File: src/rtl/adc_scan_pkg.sv
package adc_scan_pkg;
    typedef enum logic [1:0] {
        PH_STOP = 2'd0,
        PH_IDLE = 2'd1,
        PH_CONV = 2'd2
    } phase_e;
endpackage

File: src/rtl/adc_scan_clamp.sv
module adc_scan_clamp #(
    parameter int CH_W      = 3,
    parameter int MAX_FIRST = 4
) (
    input  logic [CH_W-1:0] raw,
    output logic [CH_W-1:0] clamped
);
    localparam logic [CH_W-1:0] LIM = CH_W'(MAX_FIRST);

    always_comb begin
        clamped = (raw > LIM) ? LIM : raw;
    end
endmodule

File: src/rtl/adc_scan_fsm.sv
module adc_scan_fsm
    import adc_scan_pkg::*;
#(
    parameter int CH_W      = 3,
    parameter int SCAN_LEN  = 4,
    parameter int MAX_FIRST = 4
) (
    input  logic            clk,
    input  logic            rst_n,
    input  logic            ctrl_wr,
    input  logic            ctrl_en,
    input  logic            ctrl_start,
    input  logic            chan_wr,
    input  logic [CH_W-1:0] chan_clamped,
    input  logic            hw_trig,
    input  logic            conv_done,
    output logic            conv_start,
    output logic            conv_abort,
    output logic [CH_W-1:0] conv_chan,
    output logic            accept
);
    localparam int IDX_W = (SCAN_LEN > 1) ? $clog2(SCAN_LEN) : 1;
    localparam logic [IDX_W-1:0] LAST = IDX_W'(SCAN_LEN - 1);

    typedef struct packed {
        phase_e            phase;
        logic              start;
        logic [CH_W-1:0]   first;
        logic [CH_W-1:0]   cur;
        logic [IDX_W-1:0]  idx;
    } seq_t;

    seq_t s_q, s_d;
    logic set_start, clr_start;

    always_comb begin
        s_d        = s_q;
        conv_start = 1'b0;
        conv_abort = 1'b0;
        accept     = 1'b0;
        set_start  = ctrl_wr & ctrl_en & ctrl_start;
        clr_start  = ctrl_wr & ~(ctrl_en & ctrl_start);

        if (chan_wr) begin
            s_d.first = chan_clamped;
        end
        if (ctrl_wr) begin
            s_d.start = ctrl_en & ctrl_start;
        end

        unique case (s_q.phase)
            PH_STOP: begin
                if (ctrl_wr && ctrl_en) begin
                    s_d.phase = PH_IDLE;
                end
            end
            PH_IDLE: begin
                if (ctrl_wr && !ctrl_en) begin
                    s_d.phase = PH_STOP;
                end else if (hw_trig && s_q.start && !clr_start) begin
                    conv_start = 1'b1;
                    s_d.phase  = PH_CONV;
                    s_d.idx    = '0;
                    s_d.cur    = s_d.first;
                end
            end
            PH_CONV: begin
                if (clr_start) begin
                    conv_abort = 1'b1;
                    s_d.phase  = ctrl_en ? PH_IDLE : PH_STOP;
                end else if (hw_trig || chan_wr || set_start) begin
                    conv_abort = 1'b1;
                    conv_start = 1'b1;
                    s_d.idx    = '0;
                    s_d.cur    = s_d.first;
                end else if (conv_done) begin
                    accept = 1'b1;
                    if (s_q.idx == LAST) begin
                        s_d.phase = PH_IDLE;
                    end else begin
                        conv_start = 1'b1;
                        s_d.idx    = s_q.idx + IDX_W'(1);
                        s_d.cur    = s_q.cur + CH_W'(1);
                    end
                end
            end
            default: s_d.phase = PH_STOP;
        endcase

        conv_chan = s_d.cur;
    end

    always_ff @(posedge clk or negedge rst_n) begin
        if (!rst_n) begin
            s_q <= '{phase: PH_STOP, start: 1'b0, first: '0, cur: '0, idx: '0};
        end else begin
            s_q <= s_d;
        end
    end

    assert_stop_disarmed_R1: assert property (@(posedge clk) disable iff (!rst_n)
        (s_q.phase == PH_STOP) |-> !s_q.start);

    assert_start_needs_arm_R3: assert property (@(posedge clk) disable iff (!rst_n)
        conv_start |-> s_q.start);

    assert_scan_end_armed_R5: assert property (@(posedge clk) disable iff (!rst_n)
        (s_q.phase == PH_CONV && conv_done && !conv_abort && s_q.idx == LAST)
        |=> (s_q.phase == PH_IDLE && s_q.start));

    assert_abort_only_busy_R6: assert property (@(posedge clk) disable iff (!rst_n)
        conv_abort |-> (s_q.phase == PH_CONV));

    assert_clear_start_abort_R9: assert property (@(posedge clk) disable iff (!rst_n)
        (s_q.phase == PH_CONV && ctrl_wr && !(ctrl_en && ctrl_start))
        |-> (conv_abort && !conv_start));

    assert_first_in_range_R10: assert property (@(posedge clk) disable iff (!rst_n)
        s_q.first <= CH_W'(MAX_FIRST));
endmodule

File: src/rtl/adc_scan_result.sv
module adc_scan_result #(
    parameter int RES_W = 12
) (
    input  logic             clk,
    input  logic             rst_n,
    input  logic             accept,
    input  logic [RES_W-1:0] data,
    output logic [RES_W-1:0] result,
    output logic             irq
);
    typedef struct packed {
        logic [RES_W-1:0] res;
        logic             irq;
    } out_t;

    out_t o_q, o_d;

    always_comb begin
        o_d.res = accept ? data : o_q.res;
        o_d.irq = accept;
    end

    always_ff @(posedge clk or negedge rst_n) begin
        if (!rst_n) begin
            o_q <= '0;
        end else begin
            o_q <= o_d;
        end
    end

    assign result = o_q.res;
    assign irq    = o_q.irq;
endmodule

File: src/rtl/adc_scan_seq.sv
module adc_scan_seq #(
    parameter int CH_W     = 3,
    parameter int SCAN_LEN = 4,
    parameter int RES_W    = 12
) (
    input  logic             clk,
    input  logic             rst_n,
    input  logic             ctrl_wr,
    input  logic             ctrl_en,
    input  logic             ctrl_start,
    input  logic             chan_wr,
    input  logic [CH_W-1:0]  chan_val,
    input  logic             hw_trig,
    output logic             conv_start,
    output logic             conv_abort,
    output logic [CH_W-1:0]  conv_chan,
    input  logic             conv_done,
    input  logic [RES_W-1:0] conv_result,
    output logic [RES_W-1:0] result,
    output logic             irq
);
    localparam int MAX_FIRST = (1 << CH_W) - SCAN_LEN;

    logic [CH_W-1:0] chan_clamped;
    logic            accept;

    adc_scan_clamp #(.CH_W(CH_W), .MAX_FIRST(MAX_FIRST)) u_clamp (
        .raw     (chan_val),
        .clamped (chan_clamped)
    );

    adc_scan_fsm #(.CH_W(CH_W), .SCAN_LEN(SCAN_LEN), .MAX_FIRST(MAX_FIRST)) u_fsm (
        .clk          (clk),
        .rst_n        (rst_n),
        .ctrl_wr      (ctrl_wr),
        .ctrl_en      (ctrl_en),
        .ctrl_start   (ctrl_start),
        .chan_wr      (chan_wr),
        .chan_clamped (chan_clamped),
        .hw_trig      (hw_trig),
        .conv_done    (conv_done),
        .conv_start   (conv_start),
        .conv_abort   (conv_abort),
        .conv_chan    (conv_chan),
        .accept       (accept)
    );

    adc_scan_result #(.RES_W(RES_W)) u_result (
        .clk    (clk),
        .rst_n  (rst_n),
        .accept (accept),
        .data   (conv_result),
        .result (result),
        .irq    (irq)
    );

    assert_irq_follows_done_R4: assert property (@(posedge clk) disable iff (!rst_n)
        irq |-> $past(conv_done));

    assert_result_hold_R4: assert property (@(posedge clk) disable iff (!rst_n)
        !irq |-> $stable(result));
endmodule

File: config.mk
export PLATFORM = sky130hd
export DESIGN_NAME = adc_scan_seq
export DESIGN_NICKNAME = d
export VERILOG_FILES = /design/src/rtl/adc_scan_pkg.sv /design/src/rtl/adc_scan_clamp.sv /design/src/rtl/adc_scan_fsm.sv /design/src/rtl/adc_scan_result.sv /design/src/rtl/adc_scan_seq.sv
export SDC_FILE = /design/constraint.sdc
export NUM_CORES = 1
export LEC_CHECK = 0
export ABC_CLOCK_PERIOD_IN_PS = 5900
export BUFFER_PORTS_ARGS = -buffer_cell sky130_fd_sc_hd__buf_4
export CORE_ASPECT_RATIO = 0.9
export CORE_UTILIZATION = 54
export DETAILED_ROUTE_END_ITERATION = 10
export PLACE_DENSITY = 0.83
export SLEW_MARGIN = 20
export SYNTH_ARGS = -nofsm -noshare
export SYNTH_HDL_FRONTEND = slang
export SYNTH_SLANG_ARGS = --single-unit
File: constraint.sdc
create_clock -name clk -period 5.9 [get_ports clk]
set_clock_uncertainty 0.2 [all_clocks]
set_input_delay 1.18 -clock clk [delete_from_list [all_inputs] [get_ports clk]]
set_output_delay 1.18 -clock clk [all_outputs]
set_load 0.05 [all_outputs]
Word-level counts from Yosys, hierarchy flattened:

Cells that the tools add are included.

* bits in registers: 24
* bits of input ports: 23
* output and inout port bits: 18
* word-level logic and storage cells: 72

* add/sub/neg operators: 2
* magnitude comparators: 1
* eq/ne operators: 13
* mux-type cells: 32
* bitwise operators: 5
* reduce and logical (&&, ||, !) cells: 12

Operators with widths (count)
* 2-to-1 mux 5 bit: 6
* 2-to-1 mux 1 bit: 14
* 2-to-1 mux 2 bit: 7
* inequality test 3 x 2 -> 1 bit, second input constant: 4
* case mux 5 bit (2 select lines): 1
* 2-to-1 mux 3 bit: 2
* inequality test 3 x 1 -> 1 bit, second input constant: 2
* case mux 2 bit (3 select lines): 1
* AND reduction 6 bit: 1
* AND reduction 5 bit: 1
* bitwise AND 1 bit: 4
* equality test 2 bit, second input constant: 2
* logical AND 1 bit: 4
* inequality test 2 x 1 -> 1 bit, second input constant: 2
* inequality test 2 bit, second input constant: 2
* adder 3 x 1 -> 3 bit, second input constant: 1
* > comparator 3 bit, second input constant: 1
* adder 2 x 1 -> 2 bit, second input constant: 1
* equality test 2 x 1 -> 1 bit, second input constant: 1
* logical NOT 1 bit: 2
* logical NOT 2 bit: 1
* logical OR 1 bit: 2
* case mux 1 bit (2 select lines): 1
* nonzero test 2 bit: 1
* inverter 1 bit: 1

Depth between registers and ports, before layout:

Gate-level depths: netlist of the first run.

* depth after elaboration: 8
* gate-level depth with buffers: 8
* depth with buffers taken out: 6

Cells and area by module:

From an unflattened synthesis of the first run, not the netlist that was laid out.

* cells, all modules: 126
* area total of the unflattened synthesis: 1383.8 um2

By module, submodules not included
* adc_scan_fsm: times used 1, cells each 97, area an instance 858.3 um2, sequential area each 275.3 um2
* adc_scan_result: times used 1, cells each 26, area an instance 509.2 um2, sequential area each 325.3 um2
* adc_scan_clamp: times used 1, cells each 3, area an instance 16.3 um2, sequential area each 0.0 um2

Worst setup path before layout of the first run:

Ideal clock, no wire load.

* path kind: input to output
* start: in ctrl_wr
* end: out conv_chan[2]
* arrival: 2.405 ns
* data required time: 4.520 ns
* setup slack: 2.115 ns
* stages: 6
* buffers on the path: 2
* cells stage by stage: buf_6 > a311oi_2 > mux2_2 > o221ai_2 > o2111ai_1 > buf_4

RTL lines
* from (decl): line adc_scan_seq.sv:8 `input logic ctrl_wr,`
* to (decl): line adc_scan_seq.sv:16 `output logic [CH_W-1:0] conv_chan,`

Worst setup path after layout of the first run:

* start: in ctrl_start
* end: out conv_chan[2]

* cells in the longest elaborated chain, start to end: 8
* elaborated cells between the ends (all ways): 12
* those cells by class: 5 x mux; 4 x bitwise; 3 x reduce/logical

Ends and longest elaborated chain
* from (decl): line adc_scan_seq.sv:10 `input logic ctrl_start,`
* bitwise AND 1 bit: line adc_scan_fsm.sv:42 `clr_start = ctrl_wr & ~(ctrl_en & ctrl_start);`
* inverter 1 bit: line adc_scan_fsm.sv:42
* bitwise AND 1 bit: line adc_scan_fsm.sv:42
* logical NOT 1 bit: line adc_scan_fsm.sv:60 `end else if (hw_trig && s_q.start && !clr_start) begin`
* logical AND 1 bit: line adc_scan_fsm.sv:60
* 2-to-1 mux 5 bit: line adc_scan_fsm.sv:60
* 2-to-1 mux 5 bit: line adc_scan_fsm.sv:58 `if (ctrl_wr && !ctrl_en) begin`
* case mux 5 bit (2 select lines) *: line adc_scan_fsm.sv:51 `unique case (s_q.phase)`

Mark *: on every way between the ends. The rest lies on a longest branch, timed or not. The select of a mux whose other input is x is not followed.

==> results of run 1 <==
-- registers in the layout (all words and copies together) (netlist names) --
name and flops:
u_result.result 12, u_fsm.s_q 11, u_result.irq 1
-- cell type report --
cell class / count / area (sq um)
clock buffers: 3 / 22.5
clock inverters: 1 / 30.0
fillers: 177 / 602
inverters: 10 / 37.5
multi-input cells: 74 / 656
flip-flops and latches: 24 / 601
well taps: 27 / 33.8
repair buffers: 40 / 300
-- how the worst max path moves through the flow --
stage               startpoint            to  slack, ns
detailed placement  ctrl_start  conv_chan[2]       1.87
CTS                 ctrl_start  conv_chan[2]       1.87
finish              ctrl_start  conv_chan[2]       1.88
global route        ctrl_start  conv_chan[2]       1.81
global placement    ctrl_start  conv_chan[2]       1.93
floorplan              ctrl_wr  conv_chan[2]       2.12
-- per-layer routing --
| layer | vias to the layer above | GRT usage [%] |
|---|---|---|
| met5 | - | 0 |
| met4 | 0 | 5.00 |
| met3 | 2 | 7.10 |
| met2 | 41 | 37.6 |
| met1 | 480 | 28.3 |
| li1 | 477 | - |
-- cells by family (layout without fill, tap and decap cells) --
| logic type | Yosys count | in the layout |
|---|---|---|
| multiplexers | 17 | 17 |
| buffers and inverters | 17 | 54 |
| flip-flops | 24 | 24 |
| AO/OA/AOI/OAI | 18 | 18 |
| AND/OR/NAND/NOR | 33 | 33 |
| adder cells (fa/ha/maj) | 6 | 6 |
-- power groups by stage --
stage	registers [mW]	clock network (mW)	logic, mW
global placement	0.210	0	0.241
detailed placement	0.212	0	0.250
global route	0.213	0.128	0.267
floorplan	0.257	0	0.137
CTS	0.209	0.121	0.251
finish	0.209	0.117	0.251
-- stage by stage --
step / setup slack (ns) / area [sq um]
floorplan: 2.12 / 1360
global placement: 1.93 / 1630
detailed placement: 1.87 / 1630
CTS: 1.87 / 1680
global route: 1.81 / 1680
finish: 1.88 / 1680
-- layout by cell type (no fill, tap or decap), types with 2 or more instances in the layout --
cell and instances:
mux2_2 7, nand3_1 3, inv_1 10, a21oi_1 4, dfrtp_1 24, nor2b_1 2
mux2_4 9, nor4_1 2, a221o_1 2, ha_1 6, buf_4 40, clkbuf_4 3
nand2b_1 3, nand2_1 10, o21ai_0 3
==> impl_summary.md, run 1 <==
Setup path
The kind of cell with the highest combined delay along the critical path is compound AO/OA/AOI/OAI gates. Measured in cells, the most critical reg-to-reg path has a length of 4. The worst endpoint data arrival time is 2.64 ns. The master of the slowest instance on the critical path is mux2_2. By instance count, the cell type seen most on the critical path is buf_4. The critical path in this run is classified as input pin to output port. The nature of the critical path startpoint is an input pin. The type of element capturing the critical path is an output port.

The maximum fanout along the worst path is 4. In this run the critical register-to-register path is captured at u_result.result[11]. The critical path runs through a total of 6 cells.

The required time of the critical path is 4.52 ns. Together, buffers and inverters on the worst path number 2. The worst stage delay on the critical path is 0.38 ns. The slack of the worst reg-to-reg path is 3.62 ns. The launching point of the worst reg2reg path is u_fsm.s_q[9].

Walking the worst path, the cells encountered are buf_4, a311oi_2, mux2_2, o221ai_2, o2111ai_1, buf_4.

Timing
For the pin with the worst max-slew slack, the measured transition is 0.766 ns. The worst pin sits at a relative slew slack of 49.0%. The total count of hold-check failures in the final report is 0. In the finished design, the share of the clock period the worst path needs comes to 68.2%. The final sum of negative setup slack is 0 ns.

The number of pins with negative max-slew slack in the final report is 0. Setup violations remaining at the end of the flow were counted as 0. The shortest period the worst path allows is 4.02 ns.

Derived from the worst setup path, the maximum achievable clock frequency is 249 MHz. Setup repair after global routing left no endpoint under its margin. The worst hold margin is 0.320 ns.

Worst hold path
The startpoint of the most critical hold path is u_result.result[11]. The class of the tightest hold or removal check is register to register. The cell depth of the worst min-delay path is 1. The path with the worst hold slack has its endpoint at u_result.result[11].

Routing
After detailed routing, the met2 layer carries 1310 microns of wire. After detailed routing, no signal wire sits above met4. The count of unresolved DRC violations after routing is 0. The routed layout has 1000 vias. The average detailed-routed wire length per instance is 14.7 microns. The total length of routed wires is 2620 microns. In the detailed route, the total length drawn on met3 is 178 microns.

The number of DRC markers in iteration 0 is 27. The number of vias per cell after detailed routing is 5.59. After detailed routing, the wire length on met1 is 1120 microns. The first-pass iteration count of the detailed router is 4. The number of routed nets with antenna violations is 0.

Pwr
The leakage power summed over all cells is 0.850 nW. For this design the total switching power over the nets is 221 uW. The proportion of power drawn by combinational gates is 43.5%. VDD sags by at most 0.000299 V.

The post-route total power is 576 uW. The fraction of power consumed by sequential logic is 36.3%. Cell internal power was estimated by the tool at 355 uW.

In this run switching power makes up 38.4% of total power. Of the total power, the clock network draws 20.2%. Dividing total power by cell area gives a power density of 343 mW/mm^2.

Global routing
For this run the aggregate overflow at the end of global routing stands at 0. The global-route usage over all layers is 22.7%. Entering global routing, the biggest net connects 25 pins. The number of antenna violations at the first check in global routing came to 0. The via count of the first global-routing pass was 995. The first-pass GRT wire length is 4400 microns.

Synth
The unique cell type count in the Yosys netlist is 40. The fraction of the yosys area taken by sequential cells is 44.2%. In this run the biggest area consumer among cell types represents 44.2% of the synthesized area. Of all cell types, the one taking the most synthesized area is dfrtp_1.

Sorting the synthesized cells by how often they occur yields dfrtp_1 (24), inv_1 (10), nand2_1 (10). Multiplexer cells account for 16.5% of the synthesized area. In the synthesized netlist, the number of instances is 115. The flip-flop and latch count after synthesis is 24. Counting every net in the synthesized netlist gives 144.

The most frequently used cell type in the post-synthesis netlist is dfrtp_1. Counting flops with an async set or reset pin after synthesis yields a share of 100%. In the post-synthesis netlist, the biggest area contributors are dfrtp_1 (44%), mux2_4 (9.9%), mux2_2 (5.8%), ha_1 (5.5%), inv_1 (2.8%).

Of the total synthesized cell area, the portion taken by AND, OR, NAND and NOR gates is 14.3%. Summing the areas of all xor and xnor instances in the mapped netlist gives 0% of the synthesized area. The compound-cell area share of the yosys netlist is 12.0%. After synthesis, the largest family of logic cells by area is multiplexers. For this run, the leading register cell type out of synthesis is dfrtp_1. The mean instance size in the synthesized netlist is 11.8 sq um.

After Yosys synthesis, full adders, half adders and majority gates account for 5.52% of the synthesized area. In this run the cell area of the synthesized design comes to 0.00136 sq mm. The synthesized design contains 0 enable-type register cells. Yosys printed 0 warnings.

Die
The die covers 0.00272 sq mm. In this run the count of I/O pins placed on the die edge is 41. The y dimension of the die is 49.6 microns.

After floorplanning, the core was divided into 16 placement rows. The x dimension of the die is 54.9 microns. The initial cell density of the core is 59.6%. The core area is 0.00228 sq mm.

Placed design
Input and output buffers added on the ports amount to 40. After legalization and detailed placement, the total HPWL measured 2040 microns. The placer's final routability congestion estimate is 0.933. In this run, placement finished with an instance count of 175.

Clocking
The clock passes through at most 2 buffers. The clock tree root driver cell is clkbuf_4. The count of hold-fix buffers inserted at cts is 0. The clock insertion delay at the later pin of the skew report is 0.31 ns. The number of CTS-inserted buffers is 3. The number of gates resized after CTS was 0. The clock transition at the registers of the reported paths is 0.12 ns.

Counting every sink on the clock net gives 24. CTS built an H-tree with a depth of 1. The clock tree from TritonCTS is yes. In this run the post-CTS setup repair buffer count came out at 0.

Cells and area
The repair_antennas step left the layout with diodes totalling 0. The final instance count without filler cells is 179. The final core utilization is 73.6%. The layout overhead on the synthesized area is 23.6%. At the end of the flow, the number of nets in the layout was 182. Of the cells placed in the final design, the portion with a size suffix greater than 1 is 47.4%.

Run
The number of maximum-capacitance violations is 0.

Outcome
The run finished with clean final reports.
(Power assumes the default switching activity.)
==> run 2, diff against run 1 <==
Settings changed: ABC_AREA from default to 1, ABC_CLOCK_PERIOD_IN_PS 5900 to 3550, CORE_UTILIZATION 54 to 45, PLACE_DENSITY 0.83 to 0.75.
Clock period 5.9 ns to 3.55 ns, I/O delays scaled along.
==> run 2 against run 1 <==
  * Global-route usage is 2.4 points lower
  * Cell count is 39% higher
  * Clock power is 74% higher
  * Critical endpoint is now conv_chan[0]
  * Non-clock buffer count is 1 higher
  * Clock-buffer cell count stayed put
==> impl_summary.md, run 2 <==
Synth
The number of nets in the synthesized netlist is 198 (+38%). The number of flops mapped to enable cells by yosys was 0 (unchanged). Yosys attributes the largest share of cell area to dfrtp_1 (46%), nand2_1 (20%), ha_1 (5.8%), inv_1 (5.2%), nand3_1 (4.2%). For this run, the leading register cell type out of synthesis is dfrtp_1. The area share of the largest cell type after synthesis is 46.1% (+2.0 points). The share of synthesized registers carrying an async set or reset came to 100% (unchanged). The number of warning messages in the yosys log is 0 (unchanged). The commonest cells after synthesis are nand2_1 (70), dfrtp_1 (24), inv_1 (18). The biggest area contributor in the post-synthesis netlist is dfrtp_1.

The cell area after technology mapping came to 0.00130 sq mm (-4.2%). The unique cell type count in the Yosys netlist came to 20 (-50%). The cell count after synthesis is 169 (+47%). The mean instance size in the synthesized netlist is 7.71 sq um (-35%).

The fraction of the yosys area taken by sequential cells is 46.1% (+2.0 points). The flip-flop and latch count after synthesis is 24 (unchanged). The most frequently used cell type in the post-synthesis netlist is nand2_1.

Die
The core area was 0.00275 sq mm (+20%). The x dimension of the die is 58.7 microns (+6.9%). The I/O pin total is 41 (unchanged).

The overall die area is 0.00311 sq mm (+14%). The initial cell density of the core is 47.4% (-12 points). The row count is 18 (+2). The y dimension of the die is 53.0 microns (+6.9%).

Setup path
The maximum fanout along the worst path is 17 (+13). The critical path buffer and inverter count came to 3 (+1). The worst endpoint data arrival time is 2.06 ns (-0.58 ns). The type of element capturing the critical path is an output port. The nature of the critical path startpoint is a register.

The depth of the most critical reg-to-reg path was 8 (+4). The kind of cell adding the most delay to the critical path is buffers and inverters. The worst stage delay on the critical path is 0.44 ns (+0.06 ns). The setup path with the least slack is of type register to output port. The cell repeated most along the worst path is nand2_1. The required time of the critical path is 2.64 ns (-1.88 ns). On the critical path, the stage with the largest delay is an instance of dfrtp_1. The cell count along the critical path is 10 (+4). The critical path goes through inv_1, ha_1, nand2_2, nor3_4, buf_4, nand2_1, nand2_1, nand2_1, nand2_1, buf_4. The slack of the worst reg-to-reg path is 1.70 ns (-1.92 ns).

Clocking
The maximum count of clock buffers along a single path is 2 (unchanged). The clock net sink count was 24 (unchanged). The clock transition at the registers of the reported paths came to 0.14 ns (+0.02 ns). The number of CTS-inserted buffers is 3 (unchanged).

The deepest level of the CTS H-tree is 1 (unchanged). The number of buffers inserted by post-CTS setup repair is 0 (unchanged). TritonCTS built the clock tree. The number of gates resized after CTS is 0 (unchanged).

The root buffer cell chosen for the clock tree is clkbuf_4. The clock insertion delay at the later pin of the skew report is 0.32 ns (about the same). The count of hold-fix buffers inserted at cts was 0 (unchanged).

Global routing
The met3 usage in global routing came to 3.67% (-3.4 points). The pin count of the biggest net entering global routing is 25 (unchanged). The residual overflow from global routing is 0 (unchanged). The met1 usage was 27.6% (-0.71 points).

The via count of the first global-routing pass was 1062 (+6.7%). The first-pass GRT wire length is 4680 microns (+6.4%). The number of antenna violations at the first check in global routing is 0 (unchanged). The met2 layer usage reported by global route was 33.0% (-4.6 points).

The global-route usage over all layers is 20.3% (-2.4 points). After global routing, the most crowded layer is met2.

Routing
The first-pass iteration count of the detailed router is 4 (unchanged). The average detailed-routed wire length per instance was 11.4 microns (-22%). The total length of routed wires is 2840 microns (+8.3%). The number of vias in the routed layout is 1179 (+18%). The number of DRC markers in iteration 0 came to 20 (-26%). The count of unresolved DRC violations after routing is 0 (unchanged). The number of routed nets with antenna violations is 0 (unchanged). The number of vias per cell after detailed routing was 4.73 (-15%).

Placed design
The number of cells in the design after placement is 245 (+40%). The placer's final routability congestion estimate is 0.868 (-7.0%). The worst slack at placement is 0.693 ns (-1.18 ns). The count of port buffers added during placement was 40 (unchanged). The HPWL after detailed placement is 2150 microns (+5.4%). The placement-stage cell area is 0.00162 sq mm (-0.77%).

Timing
The worst path needs 2.97 ns of the cycle, external delays included. The number of pins with negative max-slew slack in the final report came to 0 (unchanged). The peak clock frequency supported by timing is 337 MHz. Setup repair after global routing left no endpoint under its margin.

The final worst slack is 0.583 ns (-1.29 ns). The relative slew slack came to 77.0% (+28 points). The number of setup violations in the final report is 0 (unchanged).

The share of the clock period used by the worst path after layout is 83.6%. The actual slew at the worst max-slew pin was 0.341 ns (-0.425 ns). The total count of hold-check failures in the final report is 0 (unchanged). The final sum of negative setup slack is 0 ns (unchanged).

Cells and area
The number of antenna diodes came to 0 (unchanged). The final instance count without filler cells is 249 (+39%). The layout overhead on the synthesized area is 28.1%. The net count reported at finish is 239 (+31%).

The final core utilization was 60.7% (-13 points). The multi-input logic area came to 586 sq um (-11%). The share of final-layout standard cells stronger than drive strength 1 is 24.4% (-23 points).

The commonest non-fill, non-tap cell in the layout is nand2_1. In the layout the commonest cells are nand2_1 (70), buf_4 (41), dfrtp_1 (24), inv_1 (18). The number of inserted filler cells in the final layout is 261 (+47%). The total area of sequential cells is 601 sq um (unchanged). The flip-flop count of the largest register after layout is 12 (unchanged). The final design instance area without fill was 0.00167 sq mm (-0.74%).

Pwr
The leakage power summed over all cells is 0.976 nW (+15%). The maximum vdd ir drop is 0.000278 V (-7.2%). The power density over cell area came to 576 mW/mm^2 (+68%).

Worst hold path
The class of the tightest hold or removal check is input pin to async pin.

Run
The number of maximum-capacitance violations is 0 (unchanged).

Outcome
The flow ran to the end, and the final reports show no timing, DRC or antenna violations.
## run 2: changes by cell type in the layout (fill, tap and decap cells not counted), sizes merged, moves of 3 or more
cell	previous run	this run
mux2	16	0
inv	10	19
nand3	4	11
o21ai	3	8
nor2	2	12
nand2	11	73
nand2b	3	0
## run 2: metal layers
| layer | routed length [microns] | share of wire (%) | vias to the layer above |
|---|---|---|---|
| met4 | 15 | 0.53 | 0 |
| met1 | 1310 | 46 | 549 |
| li1 | - | - | 601 |
| met3 | 111 | 3.9 | 2 |
| met5 | 0 | 0 | - |
| met2 | 1400 | 49 | 27 |
## run 2: layout make-up
type | instances | share of cell area, %
clock buffers | 3 | 1.35
clock inverters | 1 | 1.80
inverters | 19 | 4.28
multi-input cells | 121 | 35.1
flip-flops and latches | 24 | 36.0
well taps | 40 | 3.00
repair buffers | 41 | 18.5
## run 2: worst paths after layout
kind / startpoint / endpoint
max in group asynchronous: rst_n / u_fsm.s_q[9]
setup reg to reg: u_fsm.s_q[9] / u_result.result[11]
hold reg to reg: u_result.result[7] / u_result.result[7]
min in group clk: u_result.result[7] / u_result.result[7]
hold / removal: rst_n / u_fsm.s_q[7]
setup / recovery: u_fsm.s_q[9] / conv_chan[0]
## run 2: cell families (layout without fill, tap and decap cells)
group,Yosys count,in the layout,share of synthesized area (%)
adder cells (fa/ha/maj),6,6,5.76
AND/OR/NAND/NOR,98,98,32.0
buffers and inverters,24,64,8.93
flip-flops,24,24,46.1
AO/OA/AOI/OAI,17,17,7.20
## run 2: stage by stage
step / hold slack, ns / power, mW
after floorplan: 0.214 / 0.647
after global placement: 0.259 / 0.751
after detailed placement: 0.262 / 0.761
after CTS: 0.0594 / 0.965
after global routing: 0.0601 / 1.02
final: 0.0545 / 0.961
## run 2: power breakdown
part | internal (mW) | total [mW] | switching, mW
Clock | 0.114 | 0.203 | 0.0888
Combinational | 0.131 | 0.411 | 0.280
Sequential | 0.316 | 0.348 | 0.0317
==> run 3, diff against run 2 <==
Settings changed: ABC_CLOCK_PERIOD_IN_PS 3550 to 2490.
Clock period 3.55 ns to 2.49 ns, I/O delays scaled along.
==> run 3 against run 2 <==
  * Flip-flop and latch count did not move
  * Critical path type unchanged
  * Largest power group unchanged
  * Clock-buffer cell count unchanged
  * Setup slack got worse by 0.52 ns
==> impl_summary.md, run 3 (same netlist as run 2, synthesis figures left out) <==
Routing
The number of DRC markers in iteration 0 is 25 (+25%). The detailed-routing wirelength on met1 is 1440 microns (+9.8%). The top routing layer in use is met4. The total length of routed wires is 3060 microns (+7.6%).

The number of vias in the routed layout was 1269 (+7.6%). The number of routed nets with antenna violations came to 0 (unchanged). The count of unresolved DRC violations after routing was 0 (unchanged). The total length of routed met2 wires is 1480 microns (+5.8%). The average detailed-routed wire length per instance is 11.7 microns (+2.7%).

The detailed-routed wire length on met3 is 99 microns (-11%). The first-pass iteration count of the detailed router is 4 (unchanged). The number of vias per cell after detailed routing is 4.86 (+2.7%).

Setup path
The cell that appears most often on the critical path is nand2_1. The critical path buffer and inverter count is 2 (-1). The required time of the critical path is 1.79 ns (-0.85 ns).

The worst endpoint data arrival time came to 1.72 ns (-0.34 ns). The slack of the worst reg-to-reg path was 0.63 ns (-1.07 ns). The maximum fanout along the worst path is 5 (-12). The kind of cell adding the most delay to the critical path is simple AND/OR/NAND/NOR gates. The critical path is of the register to output port type. The nature of the critical path startpoint is a register. The worst register-to-register path ends at u_result.result[0].

The depth of the most critical reg-to-reg path is 9 (+1). The worst stage delay on the critical path came to 0.40 ns (-0.04 ns). The cell count along the critical path is 9 (-1). STA classifies the critical path endpoint as an output port. The launch point of the critical path is u_fsm.s_q[10].

The largest individual stage delay along the critical path comes from the cell dfrtp_1. Following the worst setup path forward leads to its endpoint at conv_chan[0]. Traced cell by cell, the critical path runs through buf_4, ha_4, nand2_4, nor3_4, nand2_1, nand2_1, nand2_1, nand2_2, buf_8. In this run the critical register-to-register path is launched from u_fsm.s_q[10].

Cells and area
The number of inserted filler cells in the final layout is 244 (-6.5%). The net count reported at finish came to 251 (+5.0%). The commonest non-fill, non-tap cell in the layout is nand2_1. The number of antenna diodes is 0 (unchanged). The flip-flop count of the largest register after layout is 12 (unchanged).

The share of final-layout standard cells stronger than drive strength 1 was 35.7% (+11 points). The final core utilization came to 68.4% (+7.7 points). In the layout the commonest cells are nand2_1 (67), buf_4 (49), dfrtp_1 (24), inv_1 (14), nor2_1 (10).

The area growth from synthesis to layout is 44.2%.

Timing
Of the available clock period, the critical path in the final layout requires 97.3%. The shortest period the worst path allows is 2.42 ns. Setup repair after global routing could not meet its margin everywhere. The relative slew slack is 79.5% (+2.5 points). The total count of hold-check failures in the final report was 0 (unchanged).

The final worst slack is 0.0674 ns (-0.516 ns). The number of pins with negative max-slew slack in the final report came to 0 (unchanged). The peak clock frequency supported by timing is 413 MHz.

The actual slew at the worst max-slew pin was 0.304 ns (-0.0369 ns). The final sum of negative setup slack is 0 ns (unchanged). The number of setup violations in the final report is 0 (unchanged).

The worst hold margin was 0.162 ns (+0.108 ns).

Outcome
The flow ran to the end, and the final reports show no timing, DRC or antenna violations.

Clocking
The clock insertion delay at the later pin of the skew report came to 0.32 ns (about the same). The clock net sink count is 24 (unchanged). The clock tree from TritonCTS is yes. The clock transition at the registers of the reported paths is 0.13 ns (about the same). The maximum count of clock buffers along a single path was 2 (unchanged). The clock tree root driver cell is clkbuf_4. The deepest level of the CTS H-tree is 1 (unchanged). The number of CTS-inserted buffers came to 3 (unchanged).

Pwr
The part of the total power dissipated in the clock network came to 18.5% (-2.6 points). The power density over cell area is 814 mW/mm^2 (+41%). The total internal power came to 911 uW (+63%). The fraction of power consumed by sequential logic is 32.1% (-4.1 points). The proportion of total power due to net switching is 40.4% (-1.3 points).

The leakage power summed over all cells is 1.05 nW (+7.4%). The switching component of the power is 617 uW (+54%). The maximum vdd ir drop is 0.000353 V (+27%).

The post-route total power is 1.53 mW (+59%). The proportion of power drawn by combinational gates came to 49.4% (+6.7 points).

Global routing
The residual overflow from global routing is 0 (unchanged). The number of antenna violations at the first check in global routing is 0 (unchanged). The pin count of the biggest net entering global routing is 25 (unchanged). The via count of the first global-routing pass is 1066 (+0.38%). The global-route usage over all layers is 20.2% (-0.11 points). The first-pass GRT wire length was 4640 microns (-0.90%).

Die
The overall die area is 0.00311 sq mm (unchanged). The I/O pin total is 41 (unchanged). The x dimension of the die is 58.7 microns (unchanged).

The initial cell density of the core is 47.4% (unchanged). The row count came to 18 (unchanged). The core area is 0.00275 sq mm (unchanged). The y dimension of the die was 53.0 microns (unchanged).

Placed design
The HPWL after detailed placement is 2050 microns (-4.6%). The count of port buffers added during placement is 40 (unchanged). The placer's final routability congestion estimate was 0.953 (+9.7%). The worst slack at placement is 0.192 ns (-0.500 ns).

Run
The number of maximum-capacitance violations is 0 (unchanged).

Worst hold path
The path class of the tightest hold or removal check is input pin to register.
-- run 3: per-layer routing --
| metal | global-route usage [%] | up-vias |
|---|---|---|
| met3 | 3.67 | 5 |
| li1 | - | 629 |
| met2 | 34.9 | 27 |
| met4 | 6.75 | 0 |
| met1 | 25.5 | 608 |
| met5 | 0 | - |
-- run 3: power groups by stage --
| stage | Clock [mW] | Combinational [mW] | Sequential [mW] |
|---|---|---|---|
| final | 0.283 | 0.755 | 0.491 |
| after global routing | 0.311 | 0.807 | 0.499 |
| after CTS | 0.294 | 0.686 | 0.488 |
| after detailed placement | 0 | 0.575 | 0.500 |
| after global placement | 0 | 0.569 | 0.500 |
| after floorplan | 0 | 0.314 | 0.609 |
-- run 3: repair_timing --
item                                    4_1_cts  5_1_grt
hold endpoints to repair                     24        0
gates resized for setup                      14       17
pin swaps                                     0        9
buffers inserted                              5        6
hold buffers                                  1        0
endpoints found under the setup margin        3        4
-- run 3: worst min-delay path by stage --
| stage | from | to | depth (start not counted) |
|---|---|---|---|
| floorplan | rst_n | u_fsm.s_q[0] | 0 |
| global placement | rst_n | u_fsm.s_q[5] | 1 |
| detailed placement | rst_n | u_fsm.s_q[7] | 1 |
| CTS | conv_result[2] | u_result.result[2] | 3 |
| global route | conv_result[8] | u_result.result[8] | 3 |
| finish | conv_result[7] | u_result.result[7] | 3 |
-- run 3: layout make-up --
| class | instances | area, sq um | share of cell area (%) |
|---|---|---|---|
| multi-input combinational | 121 | 684 | 36.4 |
| sequential | 24 | 601 | 32.0 |
| timing repair buffer | 53 | 419 | 22.3 |
| inverter | 19 | 71.3 | 3.80 |
| tap | 40 | 50.0 | 2.66 |
| clock inverter | 1 | 30.0 | 1.60 |
| clock buffer | 3 | 22.5 | 1.20 |
-- run 3: per-stage QoR --
| step | area [sq um] | instances |
|---|---|---|
| after floorplan | 1300 | 169 |
| after global placement | 1620 | 245 |
| after detailed placement | 1620 | 245 |
| after CTS | 1770 | 255 |
| after global routing | 1880 | 261 |
| final | 1880 | 261 |
-- run 3: worst min-delay path: stages --
cell,delay (ns)
buf_4,0.07
nand2_1,0.04
nand2_1,0.05
